===== src/rtl/i2cs_rc_pkg.sv =====
package i2cs_rc_pkg;

  typedef logic [1:0] rate_t;

  localparam rate_t RATE_STD100 = 2'b00;
  localparam rate_t RATE_FAST   = 2'b01;
  localparam rate_t RATE_STD50  = 2'b10;
  localparam rate_t RATE_RSVD   = 2'b11;

  // field positions inside the write word
  localparam int BIT_EN   = 0;
  localparam int RATE_LO  = 1;
  localparam int BIT_IE   = 3;
  localparam int BIT_SEL  = 4;

  typedef struct packed {
    logic  sel;
    logic  ie;
    rate_t rate;
    logic  en;
  } cfg_t;

  localparam int CFG_W = $bits(cfg_t);

  // system-clock cycles per sample strobe; 0 marks an unusable code
  function automatic int unsigned prescale_of(rate_t r, logic fast);
    case (r)
      RATE_STD100: return fast ? 8 : 4;
      RATE_FAST:   return fast ? 2 : 1;
      RATE_STD50:  return fast ? 8 : 4;
      default:     return 0;
    endcase
  endfunction

  // sample strobes per bit period
  function automatic int unsigned spb_of(rate_t r);
    case (r)
      RATE_STD100: return 16;
      RATE_FAST:   return 16;
      RATE_STD50:  return 32;
      default:     return 0;
    endcase
  endfunction

endpackage


===== src/rtl/i2cs_cfg_reg.sv =====
module i2cs_cfg_reg
  import i2cs_rc_pkg::*;
#(
  parameter int DW = 8
) (
  input  logic          clk,
  input  logic          rst_n,
  input  logic          we,
  input  logic [DW-1:0] wdata,
  input  logic          sys_fast,
  output cfg_t          cfg,
  output logic          fast_q,
  output logic          resync
);

  cfg_t wr_val;
  logic rate_chg;
  logic en_rise;
  logic unused_rsvd;

  assign unused_rsvd = ^wdata[DW-1:CFG_W];

  always_comb begin
    wr_val.en   = wdata[BIT_EN];
    wr_val.rate = wdata[RATE_LO +: 2];
    wr_val.ie   = wdata[BIT_IE];
    wr_val.sel  = cfg.en ? cfg.sel : wdata[BIT_SEL];
  end

  assign rate_chg = we && (wr_val.rate != cfg.rate);
  assign en_rise  = we && wr_val.en && !cfg.en;
  assign resync   = rate_chg || en_rise || (sys_fast != fast_q);

  always_ff @(posedge clk or negedge rst_n) begin
    if (!rst_n) begin
      cfg    <= '0;
      fast_q <= 1'b0;
    end else begin
      fast_q <= sys_fast;
      if (we) cfg <= wr_val;
    end
  end

endmodule


===== src/rtl/i2cs_rate_gen.sv =====
module i2cs_rate_gen
  import i2cs_rc_pkg::*;
#(
  parameter int PRE_W = 4,
  parameter int IDX_W = 5
) (
  input  logic             clk,
  input  logic             rst_n,
  input  logic             en,
  input  rate_t            rate,
  input  logic             fast_q,
  input  logic             resync,
  output logic             sample_stb,
  output logic             bit_stb,
  output logic [IDX_W-1:0] samp_idx
);

  logic             active;
  logic [PRE_W-1:0] pre_cnt;
  logic [PRE_W-1:0] pre_lim;
  logic [IDX_W-1:0] idx_lim;

  assign active = en && (rate != RATE_RSVD);

  always_comb begin
    pre_lim = '0;
    idx_lim = '0;
    if (active) begin
      pre_lim = PRE_W'(prescale_of(rate, fast_q) - 1);
      idx_lim = IDX_W'(spb_of(rate) - 1);
    end
  end

  assign sample_stb = active && (pre_cnt == pre_lim);
  assign bit_stb    = sample_stb && (samp_idx == idx_lim);

  always_ff @(posedge clk or negedge rst_n) begin
    if (!rst_n) begin
      pre_cnt  <= '0;
      samp_idx <= '0;
    end else if (resync || !active) begin
      pre_cnt  <= '0;
      samp_idx <= '0;
    end else begin
      pre_cnt <= sample_stb ? '0 : pre_cnt + 1'b1;
      if (sample_stb) samp_idx <= bit_stb ? '0 : samp_idx + 1'b1;
    end
  end

endmodule


===== src/rtl/i2cs_pin_mux.sv =====
module i2cs_pin_mux #(
  parameter int NP = 2
) (
  input  logic          en,
  input  logic          sel,
  input  logic [NP-1:0] pad_scl_i,
  input  logic [NP-1:0] pad_sda_i,
  input  logic          eng_scl_low,
  input  logic          eng_sda_low,
  output logic [NP-1:0] pad_scl_oe,
  output logic [NP-1:0] pad_sda_oe,
  output logic          scl_in,
  output logic          sda_in
);

  logic [NP-1:0] pick;

  for (genvar k = 0; k < NP; k++) begin : g_pair
    assign pick[k]       = en && (int'(sel) == k);
    assign pad_scl_oe[k] = pick[k] && eng_scl_low;
    assign pad_sda_oe[k] = pick[k] && eng_sda_low;
  end

  assign scl_in = (pick & pad_scl_i) != '0 || !en;
  assign sda_in = (pick & pad_sda_i) != '0 || !en;

endmodule


===== src/rtl/i2cs_stop_irq.sv =====
module i2cs_stop_irq (
  input  logic clk,
  input  logic rst_n,
  input  logic ie,
  input  logic stop_status,
  output logic stop_rise,
  output logic stop_irq
);

  logic stop_q;

  assign stop_rise = stop_status && !stop_q;

  always_ff @(posedge clk or negedge rst_n) begin
    if (!rst_n) begin
      stop_q   <= 1'b0;
      stop_irq <= 1'b0;
    end else begin
      stop_q   <= stop_status;
      stop_irq <= stop_rise && ie;
    end
  end

endmodule


===== src/rtl/i2cs_rate_ctrl.sv =====
module i2cs_rate_ctrl
  import i2cs_rc_pkg::*;
#(
  parameter int DW    = 8,
  parameter int NP    = 2,
  parameter int PRE_W = 4,
  parameter int IDX_W = 5
) (
  input  logic             clk,
  input  logic             rst_n,
  input  logic             sys_fast,
  input  logic             cfg_we,
  input  logic [DW-1:0]    cfg_wdata,
  output logic [DW-1:0]    cfg_q,
  output logic             sample_stb,
  output logic             bit_stb,
  output logic [IDX_W-1:0] samp_idx,
  input  logic             stop_status,
  output logic             stop_irq,
  input  logic [NP-1:0]    pad_scl_i,
  input  logic [NP-1:0]    pad_sda_i,
  output logic [NP-1:0]    pad_scl_oe,
  output logic [NP-1:0]    pad_sda_oe,
  input  logic             eng_scl_low,
  input  logic             eng_sda_low,
  output logic             scl_in,
  output logic             sda_in
);

  localparam int PAD_W = DW - CFG_W;

  cfg_t cfg;
  logic fast_q;
  logic resync_w;
  logic stop_rise_w;

  i2cs_cfg_reg #(.DW(DW)) u_cfg (
    .clk      (clk),
    .rst_n    (rst_n),
    .we       (cfg_we),
    .wdata    (cfg_wdata),
    .sys_fast (sys_fast),
    .cfg      (cfg),
    .fast_q   (fast_q),
    .resync   (resync_w)
  );

  assign cfg_q = {{PAD_W{1'b0}}, cfg};

  i2cs_rate_gen #(.PRE_W(PRE_W), .IDX_W(IDX_W)) u_rate (
    .clk        (clk),
    .rst_n      (rst_n),
    .en         (cfg.en),
    .rate       (cfg.rate),
    .fast_q     (fast_q),
    .resync     (resync_w),
    .sample_stb (sample_stb),
    .bit_stb    (bit_stb),
    .samp_idx   (samp_idx)
  );

  i2cs_pin_mux #(.NP(NP)) u_mux (
    .en          (cfg.en),
    .sel         (cfg.sel),
    .pad_scl_i   (pad_scl_i),
    .pad_sda_i   (pad_sda_i),
    .eng_scl_low (eng_scl_low),
    .eng_sda_low (eng_sda_low),
    .pad_scl_oe  (pad_scl_oe),
    .pad_sda_oe  (pad_sda_oe),
    .scl_in      (scl_in),
    .sda_in      (sda_in)
  );

  i2cs_stop_irq u_irq (
    .clk         (clk),
    .rst_n       (rst_n),
    .ie          (cfg.ie),
    .stop_status (stop_status),
    .stop_rise   (stop_rise_w),
    .stop_irq    (stop_irq)
  );

endmodule


===== config.mk =====
export PLATFORM = sky130hd
export DESIGN_NAME = i2cs_rate_ctrl
export DESIGN_NICKNAME = d
export VERILOG_FILES = /design/src/rtl/i2cs_rc_pkg.sv /design/src/rtl/i2cs_cfg_reg.sv /design/src/rtl/i2cs_rate_gen.sv /design/src/rtl/i2cs_pin_mux.sv /design/src/rtl/i2cs_stop_irq.sv /design/src/rtl/i2cs_rate_ctrl.sv
export SDC_FILE = /design/constraint.sdc
export NUM_CORES = 1
export LEC_CHECK = 0
export ABC_CLOCK_PERIOD_IN_PS = 3200
export CAP_MARGIN = 5
export CELL_PAD_IN_SITES_DETAIL_PLACEMENT = 2
export CELL_PAD_IN_SITES_GLOBAL_PLACEMENT = 2
export CORE_ASPECT_RATIO = 0.7
export CORE_UTILIZATION = 26
export CTS_CLUSTER_SIZE = 30
export DETAILED_ROUTE_END_ITERATION = 8
export PLACE_DENSITY = 0.84
export SLEW_MARGIN = 25
export SYNTH_ARGS = -nofsm -noshare
export SYNTH_HDL_FRONTEND = slang
export SYNTH_HIERARCHICAL = 1
export SYNTH_SLANG_ARGS = --single-unit
export TNS_END_PERCENT = 100

===== constraint.sdc =====
create_clock -name clk -period 3.2 [get_ports clk]
set_input_delay 0.32 -clock clk [delete_from_list [all_inputs] [get_ports clk]]
set_output_delay 0.32 -clock clk [all_outputs]
set_load 0.03 [all_outputs]

# Word-level counts from Yosys, hierarchy flattened
# Cells that the tools add are included.
[classes] addsub=4 eq_ne=7 muxes=13 bitwise_logic=4 reduce_logical=29
[ops] cell="$mux 5" count=5
[ops] cell="$mux 4" count=5
[ops] cell="$logic_and 1x1->1" count=14
[ops] cell="$pmux 5 s2" count=1
[ops] cell="$pmux 4 s2" count=1
[ops] cell="$reduce_bool 2->1" count=3
[ops] cell="$add 5x1->5 const B" count=1
[ops] cell="$eq 5x5->1" count=1
[ops] cell="$logic_or 1x1->1" count=5
[ops] cell="$sub 5x1->5 const B" count=1
[ops] cell="$add 4x1->4 const B" count=1
[ops] cell="$and 2x2->2" count=2
[ops] cell="$eq 4x4->1" count=1
[ops] cell="$reduce_or 2->1" count=2
[ops] cell="$sub 4x1->4 const B" count=1
[ops] cell="$logic_not 1->1" count=3
[ops] cell="$eq 2x1->1 const B" count=1
[ops] cell="$eq 2x2->1 const B" count=1
[ops] cell="$logic_not 2->1" count=1
[ops] cell="$mux 2" count=1
[ops] cell="$ne 2x2->1" count=1
[ops] cell="$ne 2x2->1 const B" count=1
[ops] cell="$not 1->1" count=2
[ops] cell="$reduce_and 2->1" count=1
[ops] cell="$ne 1x1->1" count=1
[totals] ff_bits=17 in_bits=19 output_inout_bits=22 elab_cells=66

# Logic depth before layout (Yosys ltp)
[depth] word_depth=12 ltp_mapped=6 mapped_depth_nobuf=6

# Hierarchy
# The synthesis kept the hierarchy.
[modules_own_cells] mod="i2cs_rate_gen" instances=1 cells_each=55 area_per_inst_um2=534.3 seq_area_each_um2=225.2
[modules_own_cells] mod="i2cs_cfg_reg" instances=1 cells_each=18 area_per_inst_um2=267.8 seq_area_each_um2=150.1
[modules_own_cells] mod="i2cs_stop_irq" instances=1 cells_each=4 area_per_inst_um2=65.1 seq_area_each_um2=50.0
[modules_own_cells] mod="i2cs_pin_mux" instances=1 cells_each=8 area_per_inst_um2=62.6 seq_area_each_um2=0.0
[modules_own_cells] mod="i2cs_rate_ctrl" instances=1 cells_each=4 area_per_inst_um2=26.3 seq_area_each_um2=0.0

# Worst setup path after synthesis
# No wires, ideal clock.
[synth_path] path_kind="register -> output" startpoint="register, netlist name u_cfg/cfg[1]" endpoint="output port bit_stb" arrival_time_ns=2.036 required_ns=2.880 setup_slack_ns=0.844 stages_incl_launch_ff=5 path_buffers=0 cell_sequence="dfrtp_1 or3b_1 o22ai_1 nand4b_2 nor3_1"
[synth_between] elab_chain_cells=9 word_cells_on_any_way=19 classes_between="2 x add/sub; 5 x eq/ne; 6 x mux; 6 x reduce/logical"
[synth_rtl] item="$eq 2x2->1 or $logic_not 2->1 (tied branches)" line="i2cs_rc_pkg.sv:27, i2cs_rc_pkg.sv:37"
[synth_rtl] item="$reduce_or 2->1 (no source line)"
[synth_rtl] item="$pmux 4 s2" line="i2cs_rc_pkg.sv:27" source="case (r)"
[synth_rtl] item="$mux 4" line="i2cs_rate_gen.sv:28" source="if (active) begin"
[synth_rtl] item="$sub 4x1->4" line="i2cs_rate_gen.sv:29" source="pre_lim = PRE_W'(prescale_of(rate, fast_q) - 1);"
[synth_rtl] item="$mux 4" line="i2cs_rate_gen.sv:28"
[synth_rtl] item="$eq 4x4->1" line="i2cs_rate_gen.sv:34" source="assign sample_stb = active && (pre_cnt == pre_lim);"
[synth_rtl] item="$logic_and 1x1->1" line="i2cs_rate_gen.sv:34"
[synth_rtl] item="$logic_and 1x1->1 (*)" line="i2cs_rate_gen.sv:35" source="assign bit_stb = sample_stb && (samp_idx == idx_lim);"
[synth_rtl] item="to (decl)" line="i2cs_rate_ctrl.sv:16" source="output logic bit_stb,"
# Mark *: on every way between the ends. The rest lies on a longest branch, timed or not. The select of a mux whose other input is x is not followed.

# Worst setup path after layout
[layout_path] startpoint="register, netlist name u_cfg/cfg[0]" endpoint="output port bit_stb"
[layout_between] elab_chain_cells=5 word_cells_on_any_way=7 classes_between="2 x eq/ne; 2 x mux; 3 x reduce/logical"
[layout_rtl] item="$logic_and 1x1->1 (*)" line="i2cs_rate_gen.sv:23" source="assign active = en && (rate != RATE_RSVD);"
[layout_rtl] item="$mux 4" line="i2cs_rate_gen.sv:28"
[layout_rtl] item="$eq 4x4->1" line="i2cs_rate_gen.sv:34"
[layout_rtl] item="$logic_and 1x1->1" line="i2cs_rate_gen.sv:34"
[layout_rtl] item="$logic_and 1x1->1 (*)" line="i2cs_rate_gen.sv:35"
# Mark *: on every way between the ends. The rest lies on a longest branch, timed or not.

==> impl_metrics.csv <==
group,metric,value,unit
run_status,outcome,"finished clean",
sta,setup_slack,0.371,ns
floorplan,die_h,52.6,um
sta,maxSlewViolCount,0,
flow_run,cap_violations,0,
placed_design,gp_congestion,0.837,
sta,min_period_over_period,0.884,
cts,post-cts-setup-buffers,0,
placed_design,numPlacedInstances,168,
routing,routedWlPerCell,14.7,um
cells_and_area,syn2layout_area_growth,45.3,%
sta,setup_tns,0,ns
sta,fin_skew,0.00567,ns
cells_and_area,layout.cells.most_common_list,"clkdlybuf4s50_1 (34), dfrtp_1 (17), nand2_1 (7)",
cells_and_area,drive_gt1_frac,0.144,
worst_setup_path,worstPathCellList,"a21boi_0 -> mux2_2 -> nor3_1 -> clkdlybuf4s50_1",
cts,clkTransAtPathRegs,0.07,ns
placed_design,dp_slack,0.609,ns
placed_design,place_area,1330,um2
cts,worstSkewPairLatency,0.25,ns
placed_design,place_hpwl,2060,um
sta,hold_slack,0.518,ns
floorplan,core_area,3320,um2
worst_setup_path,start_kind,"flip-flop",
cells_and_area,fillerInstances,371,
routing,avgViaCountPerCell,4.72,
routing,drtAntennaViolNets,0,
global_route,grt_remaining_overflow,0,
worst_hold_path,min_path_type,"input port to async pin",
cts,htree_num_levels,1,
floorplan,die_w,74.2,um
routing,vias,811,
routing,drc,0,
worst_setup_path,crit_slowest_cell,"clkdlybuf4s50_1",
routing,firstDrtPassIters,4,
cts,clk_path_buf_depth,2,
sta,hold_viol_final,0,
worst_setup_path,worst_path_largest_cell_delay,0.71,ns
worst_setup_path,crit_family,"buffers and inverters",
global_route,grt_pass1_vias,857,
pwr,worst_ir_drop_vdd,0.150,mV
global_route,grt_start_max_net_pins,18,
global_route,grt_pass1_wl,4090,um
cts,cts_sinks,17,
cts,cts_tree,"built",
floorplan,num_rows,17,
worst_setup_path,crit_required,2.88,ns
routing,wirelength,2530,um
cells_and_area,design_area,1380,um2
cts,numCtsBuffers,3,
placed_design,io_buffers,34,
cts,cts-root-buf,"clkbuf_8",
worst_setup_path,reg2reg_depth,5,
floorplan,dieArea,3900,um2
routing,drt_iter0_drc,19,
sta,rsz0062_at_grt,"no",
sta,fmax,354,MHz
synth,syn_area,950,um2
sta,finalSetupViolations,0,
cts,cts.repair.resized,0,
floorplan,io-pin-count,41,
pwr,power_per_cell_area,400,nW/um2
synth,syn-instance-count,88,
sta,layout_min_cycle_time,2.83,ns
cells_and_area,stdcell_count,172,
worst_setup_path,worstPathArrival,2.51,ns
cells_and_area,final_common_cell,"clkdlybuf4s50_1",
worst_setup_path,path_max_fanout,13,
cts,hold_buffers,0,
worst_setup_path,path_depth,4,
sta,tightestPinTransition,0.756,ns
synth,syn_area_per_cell,10.8,um2
cells_and_area,final_nets,147,
global_route,grt_usage,0.144,
floorplan,start_util,0.286,
worst_setup_path,crit_buf_inv,1,
worst_setup_path,criticalPathCategory,"flip-flop to primary output",
global_route,antenna_found_initial,0,
worst_setup_path,crit_path_end_kind,"primary output",
cells_and_area,n_antenna_cell,0,
sta,relSlewSlack,0.494,
synth,synth_warnings,6,
pwr,leakage,0.000586,uW
## worst paths after layout
path | from | end | slack, ns
setup / recovery | u_cfg/cfg[0]$_DFFE_PN0P_ | bit_stb | 0.37
hold / removal | rst_n | u_rate/samp_idx[1]$_DFFE_PN0P_ | 0.52
setup reg to reg | u_cfg/cfg[2]$_DFFE_PN0P_ | u_rate/samp_idx[4]$_DFFE_PN0P_ | 1.14
hold reg to reg | u_cfg/cfg[3]$_DFFE_PN0P_ | u_cfg/cfg[3]$_DFFE_PN0P_ | 0.53
max in group asynchronous | rst_n | u_rate/samp_idx[3]$_DFFE_PN0P_ | 2.21
min in group clk | u_cfg/cfg[3]$_DFFE_PN0P_ | u_cfg/cfg[3]$_DFFE_PN0P_ | 0.53
## power by group
part / internal (uW) / leakage (uW) / total [uW] / switching [uW]
combinational: 73.6 / 0.000340 / 150 / 76.2
sequential: 226 / 0.000221 / 245 / 19.9
clock: 86.2 / 0.0000255 / 157 / 70.5
## flip-flops by register name (all words and copies together) (netlist names)
signal and count:
u_rate/samp_idx 5, u_irq/stop_q 1, u_irq/stop_irq 1, u_rate/pre_cnt 4, u_cfg/fast_q 1, u_cfg/cfg 5
## area by class of cell
cell class	instances	area [um2]	share of cell area
multi-input combinational	69	505	0.366
sequential	17	425	0.308
timing repair buffer	34	340	0.247
tap	47	58.8	0.0426
clock buffer	3	41.3	0.0299
clock inverter	1	5.00	0.00363
inverter	1	3.75	0.00272
## per-stage QoR
step,total power (uW),util
final,552,0.416
after global routing,581,0.416
after CTS,560,0.416
after detailed placement,402,0.402
after global placement,395,0.402
after floorplan,331,-
## layer usage
metal | GRT usage | routed length [um] | up-vias | share of wire
met5 | 0 | 0 | - | 0
met4 | 0.0189 | 11 | 0 | 0.0043
met3 | 0.0423 | 107 | 2 | 0.042
met2 | 0.247 | 1230 | 22 | 0.49
met1 | 0.183 | 1180 | 402 | 0.47
li1 | - | - | 385 | -
No activity file was read; power rests on OpenSTA's default activity.
